<file path="src/rtl/nibble_alu.sv">
module nibble_alu (
  input  logic       clk,
  input  logic       rst_n,
  input  logic       exec,
  input  logic [3:0] op,
  input  logic [3:0] opnd,
  input  logic [3:0] imm,
  output logic [3:0] result,
  output logic       carry_next,
  output logic [3:0] acc,
  output logic       carry,
  output logic [3:0] br_bit,
  output logic       br_zero,
  output logic       br_carry
);

  logic       is_sub, cin, writes_acc;
  logic [3:0] bx;
  logic [4:0] sum;

  assign is_sub     = (op == 4'd1) || (op == 4'd3);
  assign bx         = is_sub ? ~opnd : opnd;
  assign cin        = (op == 4'd3) ? 1'b1 : (op == 4'd2) ? 1'b0 : carry;
  assign sum        = {1'b0, acc} + {1'b0, bx} + {4'd0, cin};
  assign writes_acc = (op <= 4'd9);

  always_comb begin
    result     = acc;
    carry_next = carry;
    case (op)
      4'd0, 4'd1, 4'd2, 4'd3: {carry_next, result} = sum;
      4'd4:  result = acc & opnd;
      4'd5:  result = acc ^ opnd;
      4'd6:  result = acc | opnd;
      4'd7:  {result, carry_next} = {1'b0, acc};
      4'd8:  if (acc > 4'd9 || carry) {carry_next, result} = {1'b1, acc + 4'd6};
      4'd9:  if (!carry) result = acc + 4'd10;
      4'd10: result = opnd & imm;
      4'd11: result = opnd ^ imm;
      4'd12: result = opnd | imm;
      default: ;
    endcase
  end

  always_ff @(posedge clk or negedge rst_n) begin
    if (!rst_n) begin
      acc   <= 4'd0;
      carry <= 1'b0;
    end else if (exec && op <= 4'd12) begin
      if (writes_acc) acc <= result;
      carry <= carry_next;
    end
  end

  assign br_bit   = acc;
  assign br_zero  = (acc == 4'd0);
  assign br_carry = carry;

endmodule

</file>
<file path="config.mk">
export PLATFORM = sky130hd
export DESIGN_NAME = nibble_alu
export DESIGN_NICKNAME = d
export VERILOG_FILES = /design/src/rtl/nibble_alu.sv
export SDC_FILE = /design/constraint.sdc
export NUM_CORES = 1
export LEC_CHECK = 0
export BUFFER_PORTS_ARGS = -buffer_cell sky130_fd_sc_hd__buf_2
export CAP_MARGIN = 10
export CORE_MARGIN = 5
export CORE_UTILIZATION = 54
export DETAILED_ROUTE_END_ITERATION = 6
export PLACE_DENSITY = 0.8
export SYNTH_ARGS = -nofsm -noshare
export SYNTH_HDL_FRONTEND = slang
export SYNTH_SLANG_ARGS = --single-unit
export TNS_END_PERCENT = 5
</file>
<file path="constraint.sdc">
create_clock -name clk -period 5.1 [get_ports clk]
set_input_delay 1.02 -clock clk [delete_from_list [all_inputs] [get_ports clk]]
set_output_delay 1.02 -clock clk [all_outputs]
set_load 0.02 [all_outputs]
</file>
# Yosys cells after proc, flatten, opt, wreduce, memory -nomap -nowiden
# Cells that the tools add are included.
[totals]
ff_bits = 5
latch_bits = 0
ram_bits = 0
rom_bits = 0
inputBits = 15
memories = 0
[op_classes]
addsub = 4
mul = 0
div = 0
magnitude_cmp = 3
eq_ne = 12
shifts = 0
n_mux = 8
bitwise_logic = 7
reduce_logical = 7
[op_table]
columns = ["op", "n"]
rows = [
  ["case mux 4 bit (10 select lines)", 1],
  ["== test 4 bit (second input constant)", 5],
  ["== test 4 x 3 -> 1 bit (second input constant)", 4],
  ["two-way mux 4 bit", 3],
  ["AND 4 bit", 2],
  ["== test 4 x 2 -> 1 bit (second input constant)", 2],
  ["less-or-equal comparator 4 bit (second input constant)", 2],
  ["zero test 4 bit", 2],
  ["bitwise OR 4 bit", 2],
  ["bitwise XOR 4 bit", 2],
  ["adder 4 x 4 -> 5 bit", 1],
  ["adder 5 x 1 -> 5 bit", 1],
  ["adder 4 x 3 -> 4 bit (second input constant)", 1],
  ["adder 4 bit (second input constant)", 1],
  ["== test 4 x 1 -> 1 bit (second input constant)", 1],
  ["> comparator 4 bit (second input constant)", 1],
  ["NOT 4 bit", 1],
  ["OR reduction 4 bit", 1],
  ["two-way mux 1 bit", 3],
  ["case mux 1 bit (3 select lines)", 1],
  ["logical OR 1 bit", 2],
  ["AND reduction 2 bit", 1],
  ["logical AND 1 bit", 1],
]

# Depth between registers and ports, before layout
# Gate-level depths: netlist of the first run.
[logic_depth]
depth_word = 6
mapped_depth = 13
ltp_nobuf = 11

# Worst setup path after synthesis of the first run
# OpenSTA, ideal clock, no wires.
[synth_timing]
path_type = "input-to-output"
from = "input op[3]"
to = "output result[1]"
t_arrival_ns = 3.464
setup_slack_ns = 0.616
path_stages = 13
path_cell_list = "buf_2 -> nor2_1 -> and2_1 -> buf_2 -> xnor2_1 -> fa_1 -> inv_1 -> fa_1 -> o21ba_2 -> a31o_2 -> o21ai_1 -> a211oi_2 -> nor2_1"
[synth_via]
elab_chain_len = 6
word_cells_on_any_way = 21
classes_between = "2 x add/sub; 12 x eq/ne; 4 x mux; 3 x reduce/logical"
[synth_lines]
columns = ["element", "line_no", "text"]
rows = [
  ["from (decl)", "5", "input logic [3:0] op,"],
  ["== test 4 x 1 -> 1 bit or == test 4 x 2 -> 1 bit (tied branches)", "21, 30, 23", ""],
  ["logical OR 1 bit", "21", "assign is_sub = (op == 4'd1) || (op == 4'd3);"],
  ["two-way mux 4 bit", "22", "assign bx = is_sub ? ~opnd : opnd;"],
  ["adder 4 x 4 -> 5 bit", "24", "assign sum = {1'b0, acc} + {1'b0, bx} + {4'd0, cin};"],
  ["adder 5 x 1 -> 5 bit", "24", ""],
  ["case mux 4 bit (10 select lines) *", "30", "case (op)"],
  ["to (decl)", "8", "output logic [3:0] result,"],
]
# Every way passes the cells marked *; elsewhere a longest branch is shown, timed or not.

# Worst setup path in the final report of the first run
[layout_timing]
from = "input op[2]"
to = "output result[1]"
# Same word-level chain as after synthesis.

==> results of run 1 <==
==> metal layers <==
layer,routed length (um),up-vias
li1,-,652
met1,1450,650
met2,1900,70
met3,284,8
met4,74,0
met5,0,-
==> cells in the final DEF (no fill, tap or decap), drive strengths merged, types with 4 or more instances in the layout <==
| cell type | Yosys | routed |
|---|---|---|
| inv | 7 | 7 |
| o21a | 4 | 4 |
| nor2 | 12 | 12 |
| nand3 | 4 | 4 |
| buf | 21 | 33 |
| a31oi | 4 | 4 |
| a22oi | 4 | 4 |
| a21oi | 8 | 8 |
| dfrtp | 5 | 5 |
| nand2 | 13 | 13 |
| nor3b | 4 | 4 |
| clkbuf | 1 | 4 |
| mux2i | 8 | 8 |
| ha | 6 | 6 |
| nor2b | 7 | 7 |
| xnor2 | 6 | 6 |
| xor2 | 4 | 4 |
| o21ai | 12 | 12 |
==> through the flow <==
stage                     utilization [%]  cells  instance area [um^2]  total power [uW]  setup slack (ns)
after floorplan                         -    173                  1320               304             0.616
after global placement               57.6    214                  1390               359             0.523
after detailed placement             57.6    214                  1390               367             0.464
after CTS                            58.7    218                  1410               418             0.459
after global routing                 58.7    218                  1410               453             0.260
final                                58.7    218                  1410               418             0.429
==> worst paths after layout <==
check	start	endpoint	slack [ns]	cells past startpoint
min in group clk	acc[0]	acc[0]	0.76	2
worst min-delay path	rst_n	acc[2]	0.58	1
max in group asynchronous	rst_n	acc[0]	4.37	1
worst min register to register	acc[0]	acc[0]	0.76	2
worst max register to register	br_carry	acc[1]	2.43	9
worst max-delay path	op[2]	result[1]	0.43	13
==> state kept, by name, summed over array words and instances (netlist names) <==
name      count
br_carry      1
acc           4
==> synthesized netlist by cell type, types with 5 or more instances <==
library cell,count
dfrtp_1,5
xnor2_1,6
o21ai_0,10
nor2b_1,7
inv_1,7
ha_1,6
nand2_1,13
mux2i_1,8
nor2_1,12
a21oi_1,7
buf_4,6
buf_2,11
==> power by group through the flow <==
stage | combinational [uW] | sequential [uW] | clock, uW
5_1_grt | 300 | 102 | 51.7
3_5_place_dp | 271 | 96.3 | 0
2_1_floorplan | 226 | 78.5 | 0
3_3_place_gp | 263 | 95.4 | 0
6_report | 274 | 96.8 | 47.0
4_1_cts | 274 | 95.7 | 48.0
==> critical path, cell delays in order <==
cell and delay, ns:
buf_2 0.11, nor2_1 0.30, and2_1 0.31, xnor2_1 0.12, fa_1 0.43, inv_1 0.09, fa_1 0.42, o21ba_2 0.21
a31o_2 0.21, o21ai_1 0.09, a211oi_2 0.08, nor2_1 0.10, buf_2 0.17
==> logic make-up after synthesis <==
| logic type | after synthesis | share of synthesized area, % |
|---|---|---|
| and+or+nand+nor | 58 | 25.7 |
| AOI/OAI and AO/OA | 53 | 28.9 |
| adders and majority gates | 8 | 8.73 |
| buffers and inverters | 29 | 12.7 |
| DFF | 5 | 9.49 |
| xor gates and xnor gates | 10 | 6.64 |
| muxes | 10 | 7.78 |
==> cell type report <==
type | count | area (um^2)
clock buffers | 4 | 26.3
well taps | 30 | 37.5
flip-flops and latches | 5 | 125
fillers | 226 | 996
inverters | 7 | 26.3
repair buffers | 33 | 173
multi-input cells | 139 | 1030
==> flow_summary.ini, run 1 <==
[outcome]
outcome = complete, no violations

[grt]
grtUsageMet2_pct = 38.2
antenna_found_initial = 0
grtUsageMet1_pct = 28.5
grt_pass1_wl_um = 6150
first_global_vias = 1311
grt_usage_pct = 22.3
globalRouteMet3Util_pct = 3.49
overflow = 0
grt.busiest_layer = met2
grt_max_degree = 24

[yosys]
syn-num-nets = 196
syn-cell-area_um2 = 1320
synth_flop_cell = dfrtp_1
synth_top_area_share_pct = 9.49
synth.avg_cell_area_um2 = 7.62
ys_top_cells_by_area = dfrtp_1 (9.5%), mux2i_1 (6.1%), ha_1 (5.7%)
synth_warnings = 0
async_flop_share_pct = 100
yosysTopAreaCell = dfrtp_1
synth_edf_count = 0
ys_ff_latch = 5
seq_area_frac_synth_pct = 9.49
ys_types = 53
syn_inst = 173

[sta]
setup_viol_count_final = 0
hold_violations = 0
tightest_slew_ns = 0.613
holdWs_ns = 0.580
fin_crit_sh_pct = 91.6
skew_ns = 0.00990
rsz0062_at_grt = no
period_needed_ns = 4.67
slew_violations = 0
fin_setup_tns_ns = 0
slew_headroom_pct = 59.1
fmaxAchievable_mhz = 214

[clock_tree]
cts_tree = yes
htreeDepth = 1
postCtsSetupRepairBufs = 0
cts_sinks = 5
clock_latency_ns = 0.25
hold_buffers = 0
cts_inserted_buffers = 3
cts_resized = 0
clockBufferDepth = 2
root_buffer = clkbuf_4
clkTransAtPathRegs_ns = 0.05

[power]
peakVddDrop_mv = 0.282
seq_power_share_pct = 23.1
clkPwrFrac_pct = 11.2
switching_power_uw = 221
power_density_nw_per_um2 = 296
leakage_uw = 0.000563
p_sw_share_pct = 52.9
pwr-share-comb_pct = 65.6
internal_power_uw = 197

[drt]
vias = 1380
dr.pass1.iters = 4
route.detailed.drc = 0
antenna_left = 0
routed_wl_um = 3710
first_iter_violations = 50
avgViaCountPerCell = 6.33
wire_per_inst_um = 17.0

[worst_setup_path]
crit_path_end_kind = primary output
required_ns = 4.08
worstPathArrival_ns = 3.65
crit_path_start_kind = input port
path_class = input port to primary output
path_max_fanout = 5

[floorplan]
rows = 18
core_um2 = 2410
die_h_um = 59.4
io_pins = 31
dieWidth_um = 59.4
die-area_um2 = 3530
start_util_pct = 54.7

[finish]
diodes = 0
drive_above_1_share_pct = 27.1
fin_nets = 212
area_growth_pct = 7.21

[place]
dpl.hpwl_um = 2740
numPortBuffers = 30
gp_congestion = 0.997

[hold_path]
hp-class = input port to asynchronous set/reset pin

[run]
max_cap_viol_count = 0
No activity file was read; power rests on OpenSTA's default activity.
==> run 2: changes to the inputs <==
- REMOVE_ABC_BUFFERS: unset -> 1
==> flow_summary.ini, run 2 (same netlist as run 1, synthesis figures left out) <==
[clock_tree]
clkTransAtPathRegs_ns = 0.05
clock_latency_ns = 0.25
cts_sinks = 5
hold_buffers = 0
cts_tree = yes
cts_resized = 0
cts_inserted_buffers = 3
postCtsSetupRepairBufs = 0
clockBufferDepth = 2
root_buffer = clkbuf_4
htreeDepth = 1

[power]
peakVddDrop_mv = 0.186
internal_power_uw = 197
seq_power_share_pct = 23.4
p_sw_share_pct = 53.2
power_density_nw_per_um2 = 297
leakage_uw = 0.000563
pwr-share-comb_pct = 64.5
clkPwrFrac_pct = 12.1
switching_power_uw = 224

[sta]
tightest_slew_ns = 0.613
slew_headroom_pct = 59.1
period_needed_ns = 4.66
fmaxAchievable_mhz = 215
fin_setup_tns_ns = 0
skew_ns = 0.00450
fin_crit_sh_pct = 91.3
holdWs_ns = 0.566
hold_violations = 0
setup_viol_count_final = 0
slew_violations = 0
rsz0062_at_grt = no

[floorplan]
rows = 18
start_util_pct = 54.7
die_h_um = 59.4
dieWidth_um = 59.4
io_pins = 31
core_um2 = 2410
die-area_um2 = 3530

[worst_setup_path]
crit_chain = buf_2 > nor2_1 > and2_1 > xnor2_1 > fa_1 > inv_1 > fa_1 > o21ba_2 > a31o_2 > o21ai_1 > a211oi_2 > nor2_1 > buf_2
worstReg2RegStart = br_carry
crit_path_start_kind = input port
required_ns = 4.08
path_class = input port to primary output
slowest_delay_ns = 0.42
worstPathArrival_ns = 3.64
crit_start = op[2]
path_max_fanout = 5
crit_path_end_kind = primary output
cpMaxStageDelayCell = fa_1

[place]
placed_area_um2 = 1390
dpl.hpwl_um = 2570
numPortBuffers = 30
place_inst = 214
gp_congestion = 0.947

[drt]
routed_wl_um = 3600
first_iter_violations = 51
dr.pass1.iters = 4
route.detailed.drc = 0
wire_per_inst_um = 16.5
vias = 1376
antenna_left = 0
avgViaCountPerCell = 6.31

[outcome]
outcome = complete, no violations

[grt]
antenna_found_initial = 0
grt_max_degree = 24
overflow = 0
grt_usage_pct = 21.3
first_global_vias = 1294
grt_pass1_wl_um = 5870

[finish]
largest_register_ffs = 4
area_growth_pct = 7.21
fin_area_um2 = 1410
layout_common_cells = buf_2 (30), nand2_1 (13), nor2_1 (12)
final_common_cell = buf_2
final_cells = 218
diodes = 0
fin_nets = 212
top_register = acc
fin_util_pct = 58.7
drive_above_1_share_pct = 27.1

[run]
max_cap_viol_count = 0

[hold_path]
hp-class = input port to asynchronous set/reset pin
==> run 2: cell counts in the layout (fill, tap and decap cells not counted) <==
Identical to the previous run, type by type.
==> run 2: per-stage QoR <==
stage | setup WS [ns] | total power, uW
6_report | 0.444 | 420
5_1_grt | 0.266 | 453
4_1_cts | 0.464 | 420
3_5_place_dp | 0.480 | 367
3_3_place_gp | 0.532 | 359
2_1_floorplan | 0.762 | 273
==> run 2: final timing paths <==
path                       slack [ns]  cells after the start   endpoint
hold / removal                   0.57                      1     acc[3]
setup / recovery                 0.44                     13  result[1]
max in group asynchronous        4.40                      1     acc[0]
min in group clk                 0.76                      2     acc[0]
hold reg to reg                  0.76                      2     acc[0]
setup reg to reg                 2.45                      9     acc[2]
==> run 2: power groups by stage <==
stage	Combinational, uW	Clock [uW]	Sequential (uW)
finish	271	50.8	98.3
global placement	262	0	96.5
CTS	270	51.6	98.0
global route	296	54.6	102
detailed placement	268	0	99.0
floorplan	164	0	108
==> run 2: worst max-delay path, delay by kind of cell <==
| kind | cells | cell delay (ns) |
|---|---|---|
| AOI/OAI and AO/OA | 4 | 0.56 |
| xor gates and xnor gates | 1 | 0.13 |
| adders and majority gates | 2 | 0.84 |
| buffers and inverters | 3 | 0.36 |
| and+or+nand+nor | 3 | 0.71 |
==> run 2: routing by layer <==
metal | share of wire (%) | up-vias | track usage [%]
met5 | 0 | - | 0
met1 | 41 | 645 | 25.6
met4 | 1.5 | 0 | 10.4
met2 | 50 | 65 | 37.4
li1 | - | 658 | -
met3 | 7.3 | 8 | 1.96
==> run 2: layout make-up <==
cell class              count  area, um^2
clock buffers               4        26.3
multi-input cells         139        1030
inverters                   7        26.3
repair buffers             33         173
well taps                  30        37.5
fillers                   224         996
flip-flops and latches      5         125
==> run 3: changes to the inputs <==
- CELL_PAD_IN_SITES_DETAIL_PLACEMENT: unset -> 0
- CELL_PAD_IN_SITES_GLOBAL_PLACEMENT: unset -> 1
- CORE_UTILIZATION: 54 -> 40
- CTS_BUF_LIST: unset -> sky130_fd_sc_hd__clkbuf_8
- PLACE_DENSITY: 0.8 -> unset
- PLACE_DENSITY_LB_ADDON: unset -> 0.1
==> flow_summary.ini, run 3 (same netlist as run 1, synthesis figures left out) <==
[power]
leakage_uw = 0.000580
p_sw_share_pct = 50.2
switching_power_uw = 223
seq_power_share_pct = 20.1
internal_power_uw = 221
power_density_nw_per_um2 = 304
pwr-share-comb_pct = 63.9
clkPwrFrac_pct = 15.9
power_uw = 443
peakVddDrop_mv = 0.0895

[worst_setup_path]
r2r_cells = 9
path_max_fanout = 5
path_class = input port to primary output
crit_path_end_kind = primary output
worstReg2RegStart = br_carry
worstPathArrival_ns = 3.64
crit_start = op[2]
cp-endpoint = result[1]
r2r_slack_ns = 2.42
required_ns = 4.08
r2r-end = acc[1]
crit_path_start_kind = input port

[grt]
antenna_found_initial = 0
grt_usage_pct = 16.7
first_global_vias = 1186
grt_max_degree = 24
overflow = 0
grt_pass1_wl_um = 5820

[finish]
num-fill-cells = 321
drive_above_1_share_pct = 27.5
final_cells = 233
largest_register_ffs = 4
top_register = acc
layout_common_cells = buf_2 (30), nand2_1 (13), nor2_1 (12)
diodes = 0
area_growth_pct = 10.5
fin_nets = 213
final_common_cell = buf_2

[floorplan]
io_pins = 31
rows = 20
start_util_pct = 42.5
die-area_um2 = 4550
die_h_um = 67.4
dieWidth_um = 67.4
core_um2 = 3100

[sta]
slew_headroom_pct = 56.1
rsz0062_at_grt = no
slew_violations = 0
fin_crit_sh_pct = 91.3
period_needed_ns = 4.66
fin_setup_tns_ns = 0
tightest_slew_ns = 0.658
setup_viol_count_final = 0
skew_ns = 0.00190
fmaxAchievable_mhz = 215
hold_violations = 0
setup_ws_ns = 0.443

[drt]
met3_length_um = 230
wire_per_inst_um = 15.7
vias = 1305
avgViaCountPerCell = 5.60
route.met2.wl_um = 1770
wl_met1_um = 1640
first_iter_violations = 82
highest_layer = met4
dr.pass1.iters = 4
antenna_left = 0
route.detailed.drc = 0
routed_wl_um = 3650

[hold_path]
hp-class = input port to asynchronous set/reset pin

[clock_tree]
hold_buffers = 0
clockBufferDepth = 2
clock_latency_ns = 0.22
htreeDepth = 1
postCtsSetupRepairBufs = 0
clkTransAtPathRegs_ns = 0.04
root_buffer = clkbuf_8
cts_tree = yes
cts_inserted_buffers = 3
cts_resized = 0
cts_sinks = 5

[place]
dp_slack_ns = 0.441
numPortBuffers = 30
dpl.hpwl_um = 2690
gp_congestion = 0.791
place_inst = 229

[outcome]
outcome = complete, no violations

[run]
max_cap_viol_count = 0
==> run 3: cell types whose count changed in the layout (fill, tap and decap cells not counted) <==
cell	change
buf_4	+1
clkbuf_1	-1
clkbuf_4	-3
clkbuf_8	+3
inv_1	+1
==> run 3: power groups by stage <==
| stage | combinational (uW) | sequential (uW) | clock, uW |
|---|---|---|---|
| floorplan | 164 | 108 | 0 |
| global placement | 282 | 89.6 | 0 |
| detailed placement | 282 | 90.2 | 0 |
| CTS | 284 | 89.8 | 73.0 |
| global route | 313 | 93.8 | 76.4 |
| finish | 284 | 89.2 | 70.7 |
==> run 3: cell type report <==
type | instances | area [um^2] | area share [%]
Timing Repair Buffer | 34 | 180 | 12.4
Inverter | 7 | 26.3 | 1.80
Tap cell | 44 | 55.1 | 3.78
Clock buffer | 3 | 41.3 | 2.83
Sequential cell | 5 | 125 | 8.58
Clock inverter | 1 | 3.75 | 0.258
Multi-Input combinational cell | 139 | 1030 | 70.4
==> run 3: worst max-delay path, cell delays in order <==
cell      delay [ns]
buf_2           0.10
nor2_1          0.28
and2_1          0.31
xnor2_1         0.12
fa_1            0.42
inv_1           0.09
fa_1            0.42
o21ba_2         0.21
a31o_2          0.21
o21ai_1         0.09
a211oi_2        0.08
nor2_1          0.10
buf_2           0.17
==> run 3: worst min-delay path by stage <==
stage                   to  cells past startpoint  slack, ns
floorplan           acc[0]                      0       0.72
global placement    acc[2]                      3       0.76
detailed placement  acc[2]                      3       0.76
CTS                 acc[0]                      1       0.60
global route        acc[0]                      1       0.61
finish              acc[3]                      1       0.60
==> run 3: per-layer routing <==
layer,track usage (%),vias up
li1,-,652
met1,22.7,615
met2,29.2,36
met3,0.832,2
met4,3.04,0
met5,0,-
==> run 3: metrics by stage <==
| step | area (um^2) | utilization [%] | hold WS, ns |
|---|---|---|---|
| finish | 1460 | 47.0 | 0.603 |
| global route | 1460 | 47.0 | 0.608 |
| CTS | 1460 | 47.0 | 0.600 |
| detailed placement | 1410 | 45.5 | 0.756 |
| global placement | 1410 | 45.5 | 0.761 |
| floorplan | 1180 | - | 0.724 |
